==> src/rtl/fwd_pkg.sv <==
package fwd_pkg;
   // operand multiplexer source codes
   typedef enum logic [1:0] {
      SEL_RF  = 2'b00,
      SEL_MEM = 2'b01,
      SEL_WB  = 2'b10
   } fwd_sel_e;
endpackage

==> src/rtl/fwd_regfile.sv <==
module fwd_regfile #(
   parameter int XLEN = 32,
   parameter int NREG = 32,
   localparam int AW  = $clog2(NREG)
) (
   input  logic            clk,
   input  logic            rst_n,
   input  logic [AW-1:0]   ra1,
   input  logic [AW-1:0]   ra2,
   output logic [XLEN-1:0] rd1,
   output logic [XLEN-1:0] rd2,
   input  logic            we,
   input  logic [AW-1:0]   wa,
   input  logic [XLEN-1:0] wd
);
   logic [XLEN-1:0] regs [NREG];

   for (genvar i = 0; i < NREG; i++) begin : g_reg
      if (i == 0) begin : g_zero
         assign regs[i] = '0;
      end else begin : g_store
         logic [XLEN-1:0] q;
         always_ff @(posedge clk or negedge rst_n) begin
            if (!rst_n)
               q <= '0;
            else if (we && wa == AW'(i))
               q <= wd;
         end
         assign regs[i] = q;
      end
   end

   // write-first: a same-cycle write is seen by the read
   always_comb begin
      rd1 = (we && wa == ra1 && ra1 != '0) ? wd : regs[ra1];
      rd2 = (we && wa == ra2 && ra2 != '0) ? wd : regs[ra2];
   end
endmodule

==> src/rtl/fwd_operand_sel.sv <==
module fwd_operand_sel
   import fwd_pkg::*;
#(
   parameter int XLEN   = 32,
   parameter int AW     = 5,
   parameter bit FWD_EN = 1'b1
) (
   input  logic [AW-1:0]   src,
   input  logic [XLEN-1:0] rf_val,
   input  logic [AW-1:0]   mem_rd,
   input  logic            mem_we,
   input  logic [XLEN-1:0] mem_data,
   input  logic [AW-1:0]   wb_rd,
   input  logic            wb_we,
   input  logic [XLEN-1:0] wb_data,
   output logic [1:0]      sel,
   output logic [XLEN-1:0] val
);
   fwd_sel_e pick;

   if (FWD_EN) begin : g_fwd
      logic hit_mem, hit_wb;
      assign hit_mem = mem_we && (mem_rd == src) && (src != '0);
      assign hit_wb  = wb_we  && (wb_rd  == src) && (src != '0);
      // younger result wins
      always_comb begin
         if (hit_mem)     pick = SEL_MEM;
         else if (hit_wb) pick = SEL_WB;
         else             pick = SEL_RF;
      end
      always_comb begin
         unique case (pick)
            SEL_MEM: val = mem_data;
            SEL_WB:  val = wb_data;
            default: val = rf_val;
         endcase
      end
   end else begin : g_nofwd
      assign pick = SEL_RF;
      assign val  = rf_val;
   end

   assign sel = pick;
endmodule

==> src/rtl/fwd_interlock.sv <==
module fwd_interlock #(
   parameter int AW = 5
) (
   input  logic [AW-1:0] id_rs1,
   input  logic [AW-1:0] id_rs2,
   input  logic [AW-1:0] ex_rd,
   input  logic          ex_blk,
   input  logic [AW-1:0] mem_rd,
   input  logic          mem_blk,
   output logic          stall
);
   // a producer "blocks" when its value cannot yet reach execute
   function automatic logic dep(input logic [AW-1:0] rd, input logic blk,
                                input logic [AW-1:0] a, input logic [AW-1:0] b);
      return blk && (rd != '0) && (rd == a || rd == b);
   endfunction

   assign stall = dep(ex_rd, ex_blk, id_rs1, id_rs2)
                | dep(mem_rd, mem_blk, id_rs1, id_rs2);
endmodule

==> src/rtl/fwd_hazard_unit.sv <==
module fwd_hazard_unit #(
   parameter int XLEN   = 32,
   parameter int NREG   = 32,
   parameter bit FWD_EN = 1'b1,
   localparam int AW    = $clog2(NREG)
) (
   input  logic            clk,
   input  logic            rst_n,
   input  logic [AW-1:0]   id_rs1,
   input  logic [AW-1:0]   id_rs2,
   output logic [XLEN-1:0] id_rdata1,
   output logic [XLEN-1:0] id_rdata2,
   input  logic [AW-1:0]   ex_rs1,
   input  logic [AW-1:0]   ex_rs2,
   input  logic [AW-1:0]   ex_rd,
   input  logic            ex_we,
   input  logic            ex_load,
   input  logic [XLEN-1:0] ex_rf_a,
   input  logic [XLEN-1:0] ex_rf_b,
   input  logic [AW-1:0]   mem_rd,
   input  logic            mem_we,
   input  logic [XLEN-1:0] mem_data,
   input  logic [AW-1:0]   wb_rd,
   input  logic            wb_we,
   input  logic [XLEN-1:0] wb_data,
   output logic [1:0]      fwd_sel_a,
   output logic [1:0]      fwd_sel_b,
   output logic [XLEN-1:0] op_a,
   output logic [XLEN-1:0] op_b,
   output logic            stall
);
   localparam int NOPS = 2;

   if (NREG < 2 || (NREG & (NREG - 1)) != 0) begin : g_bad_nreg
      $error("fwd_hazard_unit: NREG must be a power of two of at least 2");
   end
   if (XLEN < 1) begin : g_bad_xlen
      $error("fwd_hazard_unit: XLEN must be positive");
   end

   fwd_regfile #(.XLEN(XLEN), .NREG(NREG)) u_rf (
      .clk(clk), .rst_n(rst_n),
      .ra1(id_rs1), .ra2(id_rs2), .rd1(id_rdata1), .rd2(id_rdata2),
      .we(wb_we), .wa(wb_rd), .wd(wb_data)
   );

   logic [AW-1:0]   src   [NOPS];
   logic [XLEN-1:0] rfv   [NOPS];
   logic [XLEN-1:0] opv   [NOPS];
   logic [1:0]      selv  [NOPS];

   assign src[0] = ex_rs1;
   assign src[1] = ex_rs2;
   assign rfv[0] = ex_rf_a;
   assign rfv[1] = ex_rf_b;

   for (genvar g = 0; g < NOPS; g++) begin : g_op
      fwd_operand_sel #(.XLEN(XLEN), .AW(AW), .FWD_EN(FWD_EN)) u_sel (
         .src(src[g]), .rf_val(rfv[g]),
         .mem_rd(mem_rd), .mem_we(mem_we), .mem_data(mem_data),
         .wb_rd(wb_rd), .wb_we(wb_we), .wb_data(wb_data),
         .sel(selv[g]), .val(opv[g])
      );
   end

   assign fwd_sel_a = selv[0];
   assign fwd_sel_b = selv[1];
   assign op_a      = opv[0];
   assign op_b      = opv[1];

   logic ex_blk, mem_blk;
   if (FWD_EN) begin : g_blk_fwd
      assign ex_blk  = ex_we & ex_load;
      assign mem_blk = 1'b0;
   end else begin : g_blk_nofwd
      assign ex_blk  = ex_we;
      assign mem_blk = mem_we;
   end

   fwd_interlock #(.AW(AW)) u_lock (
      .id_rs1(id_rs1), .id_rs2(id_rs2),
      .ex_rd(ex_rd), .ex_blk(ex_blk),
      .mem_rd(mem_rd), .mem_blk(mem_blk),
      .stall(stall)
   );
endmodule

==> config.mk <==
export PLATFORM = sky130hd
export DESIGN_NAME = fwd_hazard_unit
export DESIGN_NICKNAME = d
export VERILOG_FILES = /design/src/rtl/fwd_pkg.sv /design/src/rtl/fwd_regfile.sv /design/src/rtl/fwd_operand_sel.sv /design/src/rtl/fwd_interlock.sv /design/src/rtl/fwd_hazard_unit.sv
export SDC_FILE = /design/constraint.sdc
export NUM_CORES = 2
export LEC_CHECK = 0
export BUFFER_PORTS_ARGS = -buffer_cell sky130_fd_sc_hd__buf_4
export CAP_MARGIN = 30
export CORE_MARGIN = 2
export CORE_UTILIZATION = 50
export CTS_CLUSTER_SIZE = 28
export DETAILED_ROUTE_END_ITERATION = 12
export GPL_TIMING_DRIVEN = 0
export HOLD_SLACK_MARGIN = 0.15
export PLACE_DENSITY = 0.68
export SETUP_SLACK_MARGIN = 0.2
export SLEW_MARGIN = 20
export SYNTH_ARGS = -nofsm -noshare
export SYNTH_HDL_FRONTEND = slang
export SYNTH_SLANG_ARGS = --single-unit
==> constraint.sdc <==
create_clock -name clk -period 5.95 [get_ports clk]
set_input_delay 1.4875 -clock clk [delete_from_list [all_inputs] [get_ports clk]]
set_output_delay 1.4875 -clock clk [all_outputs]
set_load 0.02 [all_outputs]
==> Yosys cells after proc, flatten, opt, wreduce, memory -nomap -nowiden <==
Index checks and enable logic that the tools add are counted.
{ "word_totals": {"ff_bits": 992, "latch_bits": 0, "ram_bits": 0, "mem_bits_ro": 0, "memories": 0} }
{ "classes": {"addsub": 0, "mul": 0, "div": 0, "order_cmp": 2, "n_eq_ne": 43, "shifts": 0, "mux": 14, "bitwise": 3, "n_reduce_logical": 51} }
{ "op_table": {"columns": ["operator", "n"], "rows": [
  ["$bmux 32 s5", 2],
  ["$mux 32", 6],
  ["$pmux 32 s2", 2],
  ["$eq 5x5->1 const B", 16],
  ["$logic_and 1x1->1", 45],
  ["$eq 5x4->1 const B", 8],
  ["$eq 5x5->1", 8],
  ["$reduce_bool 5->1", 5],
  ["$eq 5x3->1 const B", 4],
  ["$ge 6x6->1 const B", 2],
  ["$not 5->6", 2],
  ["$eq 5x2->1 const B", 2],
  ["$mux 2", 4],
  ["$eq 5x1->1 const B", 1],
  ["$eq 2x1->1 const B", 2],
  ["$eq 2x2->1 const B", 2],
  ["$and 1x1->1", 1],
  ["$logic_or 1x1->1", 1]
]} }

==> Logic depth before layout (Yosys ltp) <==
{ "depth": {"depth_word": 7, "mapped_depth": 9, "mapped_depth_nobuf": 5} }

==> Cells and area by module <==
A second synthesis with hierarchy kept.
{ "hier_totals": {"hier_cells": 4091, "hier_area_um2": 55834.8} }
{ "by_module_without_submodules": {"columns": ["module", "n_inst", "cells_per_inst", "area_per_inst_um2", "seq_area_each_um2"], "rows": [
  ["fwd_regfile", 1, 3710, 53568.9, 24823.8],
  ["fwd_operand_sel", 2, 172, 999.7, 0.0],
  ["fwd_interlock", 1, 35, 256.5, 0.0],
  ["fwd_hazard_unit", 1, 2, 10.0, 0.0]
]} }

==> Worst setup path before layout <==
OpenSTA, ideal clock, no wires.
{ "synth_timing": {"path_kind": "input port to output port", "start": "input port wb_rd[0]", "end": "output port id_rdata2[10]", "t_arrival_ns": 3.268, "t_required_ns": 4.463, "slack_ns": 1.194, "stages": 7, "path_buffers": 2, "cell_sequence": "buf_2 or4_1 nand2_1 a211oi_4 clkbuf_1 a211o_1 o21ai_0"} }
{ "synth_via": {"elab_chain_len": 4} }
{ "synth_rtl": {"columns": ["item", "line", "source"], "rows": [
  ["start: declaration", "fwd_hazard_unit.sv:23", "input logic [AW-1:0] wb_rd,"],
  ["$eq 5x5->1", "fwd_regfile.sv:36", "rd2 = (we && wa == ra2 && ra2 != '0) ? wd : regs[ra2];"],
  ["$logic_and 1x1->1 (2 in a row)", "fwd_regfile.sv:36", null],
  ["$mux 32", "fwd_regfile.sv:36", null],
  ["end: declaration", "fwd_hazard_unit.sv:12", "output logic [XLEN-1:0] id_rdata2,"]
]} }
No other way between the ends.

==> Final worst setup path <==
{ "layout_timing": {"start": "input port id_rs2[0]", "end": "output port id_rdata2[7]"} }
{ "layout_via": {"elab_chain_len": 5, "elab_cells_between_ends": 9, "classes_between": "eq/ne (1); mux (4); bitwise (1); reduce/logical (3)"} }
{ "layout_rtl": {"columns": ["item", "line", "source"], "rows": [
  ["start: declaration", "fwd_hazard_unit.sv:10", "input logic [AW-1:0] id_rs2,"],
  ["$not 5->6 (not written as such)", "fwd_regfile.sv:36", null],
  ["$bmux 32 s5", "fwd_regfile.sv:36", null],
  ["$mux 32 (not written as such) (2 in a row)", "fwd_regfile.sv:36", null],
  ["$mux 32 (*)", "fwd_regfile.sv:36", null]
]} }
Every way passes the cells marked *; elsewhere a longest branch is shown, timed or not. The select of a mux whose other input is x is not followed.

==> results.cfg <==
[run_status]
status = finished with violations
violations = setup timing

[pwr]
p_per_area_mw_per_mm2 = 321
ir_drop_uv = 259
p_int_mw = 14.5
switching_power_mw = 6.09
clkPwrFrac_pct = 32.4
p_leak_nw = 28.1
pwr-share-seq_pct = 44.0
p_sw_share_pct = 29.6
comb_power_share_pct = 23.6
power_mw = 20.6

[worst_setup_path]
worstSetupPathType = in -> out
path_max_fanout = 10
r2r_end = u_rf.g_reg[19].g_store.q[14]
end_kind = output pin
r2r-start = u_rf.g_reg[19].g_store.q[14]
crit_chain = buf_2 -> buf_6 -> buf_4 -> inv_1 -> nor2_4 -> buf_4 -> a22oi_1 -> a311oi_1 -> o21ai_1 -> buf_4
reg2reg_depth = 1
start_kind = input pin
cpMostUsedCell = buf_4
arrival_ns = 4.46
required_ns = 4.46
r2r_setup_slack_ns = 5.12
cp_slowest_stage_delay_ns = 0.52
slowest_stage = a311oi_1

[placed_design]
dpl_cell_area_sq_mm = 0.0603
place_congestion = 1.00
io_buffers = 290
place_ws_ns = -0.806
post-place-cells = 5943
hpwl_mm = 159

[global_route]
grt_pass1_wl_mm = 318
grt_pass1_vias = 43000
grt_usage_pct = 39.2
grt_antenna_before_repair = 7
grt_overflow = 0
grt_max_degree = 140

[route]
routed_wirelength_mm = 228
final_antenna_net_count = 0
dr.pass1.iters = 7
dr.first_iter.drc_count = 5842
vias = 43200
vias_per_cell = 7.03
wl_per_cell_um = 37.0
drc = 0

[final_layout]
regMostFlops = u_rf.g.g_store.q
nets = 4743
final_area_sq_mm = 0.0641
area_growth_pct = 14.9
nFillCells = 9156
final_common_cell = mux2_2
layout-drive-gt1-share_pct = 47.5
reg_top3 = u_rf.g.g_store.q x992
final_core_util_pct = 57.9
largest_reg_flops = 992
layout_common_cells = mux2_2, dfrtp_1, mux4_2
final_cells = 6154

[sta]
skew_ns = 0
setup_viol = 1
tightest_slew_ns = 1.20
slew_headroom_pct = 19.8
fin_setup_tns_ns = -0.00102
final_hold_viol_count = 0
fin_crit_ns = 5.95
hold-worst-slack_ns = 0.507
max_freq_mhz = 168
final_max_slew_viol_count = 0
rsz0062_at_grt = yes
finalWorstSetupSlack_ns = -0.00102
fin_crit_sh_pct = 100

[synth]
synth.net_count = 4312
ys_seq_area_share_pct = 44.5
yosysUniqueCellTypes = 56
synthesis.area_sq_mm = 0.0558
ys_warn_count = 0
postSynthCellCount = 4143
yosysTopAreaCell = dfrtp_1
syn_area_per_cell_sq_um = 13.5
synthArstFlopShare_pct = 100
synth-edff-count = 0
synth_seq_cells = 992
netlist_top_cells_area = dfrtp_1, mux2_2, mux4_2, mux2i_1, nand2_1
yosysTopAreaCellShare_pct = 44.5
synth-main-ff-cell = dfrtp_1

[floorplan]
dieArea_sq_mm = 0.114
core_sq_mm = 0.111
rows = 122
io_pins = 302
start_util_pct = 50.4
die_h_um = 338
fp.dieW_um = 338

[clocking]
cts_buffer_depth = 3
clk_pin_slew_ns = 0.06
cts_tree = done
insertion_delay_ns = 0.71
htreeDepth = 3
numCtsBuffers = 104
hold_buffers = 0
cts.sinks = 992
cts-root-buf = clkbuf_16

[hold_path]
hold_path_depth = 2
whs_endpoint = u_rf.g_reg[12].g_store.q[13]
min_path_type = reg -> reg
min_from = u_rf.g_reg[12].g_store.q[13]

[job]
max_cap_violations = 0
area by class of cell:
class	instances	area [sq um]	area share, %
Clock inverter	30	287	0.447
Inverter	6	22.5	0.0351
Tap cell	1488	1860	2.90
Buffer	450	2290	3.57
Multi-Input combinational cell	2695	29000	45.2
Timing Repair Buffer	325	2740	4.27
Clock buffer	158	3110	4.85
Antenna cell	10	25.0	0.0390
Sequential cell	992	24800	38.7
logic make-up (layout without fill, tap and decap cells):
group	after synthesis	after routing	share of synthesized area [%]
and+or+nand+nor	434	434	3.53
DFF	992	992	44.5
other	0	10	0
buffers and inverters	456	969	3.90
xor gates and xnor gates	38	38	0.596
muxes	1691	1691	40.6
AOI/OAI and AO/OA	532	532	6.89
power by group through the flow:
stage	registers (mW)	logic, mW	clock network [mW]
floorplan	8.78	3.34	0
global placement	9.03	4.58	0
detailed placement	9.12	4.71	0
CTS	9.00	4.75	6.66
global route	9.20	5.09	6.93
finish	9.07	4.85	6.67
synthesized netlist by cell type (32+ instances only):
| library cell | n |
|---|---|
| o22ai_1 | 65 |
| mux2i_1 | 236 |
| dfrtp_1 | 992 |
| clkbuf_1 | 213 |
| nand2b_1 | 38 |
| nor2_1 | 57 |
| nor3_1 | 39 |
| mux2_1 | 36 |
| a311oi_1 | 32 |
| o21ai_0 | 158 |
| buf_4 | 39 |
| a211o_1 | 33 |
| mux2_2 | 1070 |
| a221oi_1 | 90 |
| buf_2 | 169 |
| nand2_1 | 248 |
| mux4_2 | 349 |
timing repair:
| item | 4_1_cts | 5_1_grt |
|---|---|---|
| gates resized for setup | 84 | 20 |
| endpoints found under the setup margin | 65 | 32 |
| buffers inserted | 5 | 0 |
| pin swaps | 1 | 1 |
| endpoints found under the hold margin | 0 | 0 |
worst max path at each step:
stage / from / endpoint / slack [ns]
floorplan: wb_rd[0] / id_rdata2[10] / 1.19
global placement: rst_n / u_rf.g_reg[12].g_store.q[15] / -8.52
detailed placement: id_rs2[4] / id_rdata2[24] / -0.81
CTS: id_rs2[0] / id_rdata2[12] / 0.20
global route: id_rs2[0] / id_rdata2[7] / 0.16
finish: id_rs2[0] / id_rdata2[7] / -0.001
critical path: cells and delay by family:
kind,cells,cell delay [ns]
AO/OA/AOI/OAI,3,0.95
buffers and inverters,6,1.67
AND/OR/NAND/NOR,1,0.31
per-layer routing:
| layer | track usage (%) | vias up | share of wire (%) |
|---|---|---|---|
| li1 | - | 16700 | - |
| met1 | 50.0 | 22400 | 37 |
| met2 | 56.9 | 3218 | 43 |
| met3 | 13.9 | 896 | 12 |
| met4 | 25.1 | 8 | 7.5 |
| met5 | 0.250 | - | 0.022 |
(Power assumes the default switching activity.)
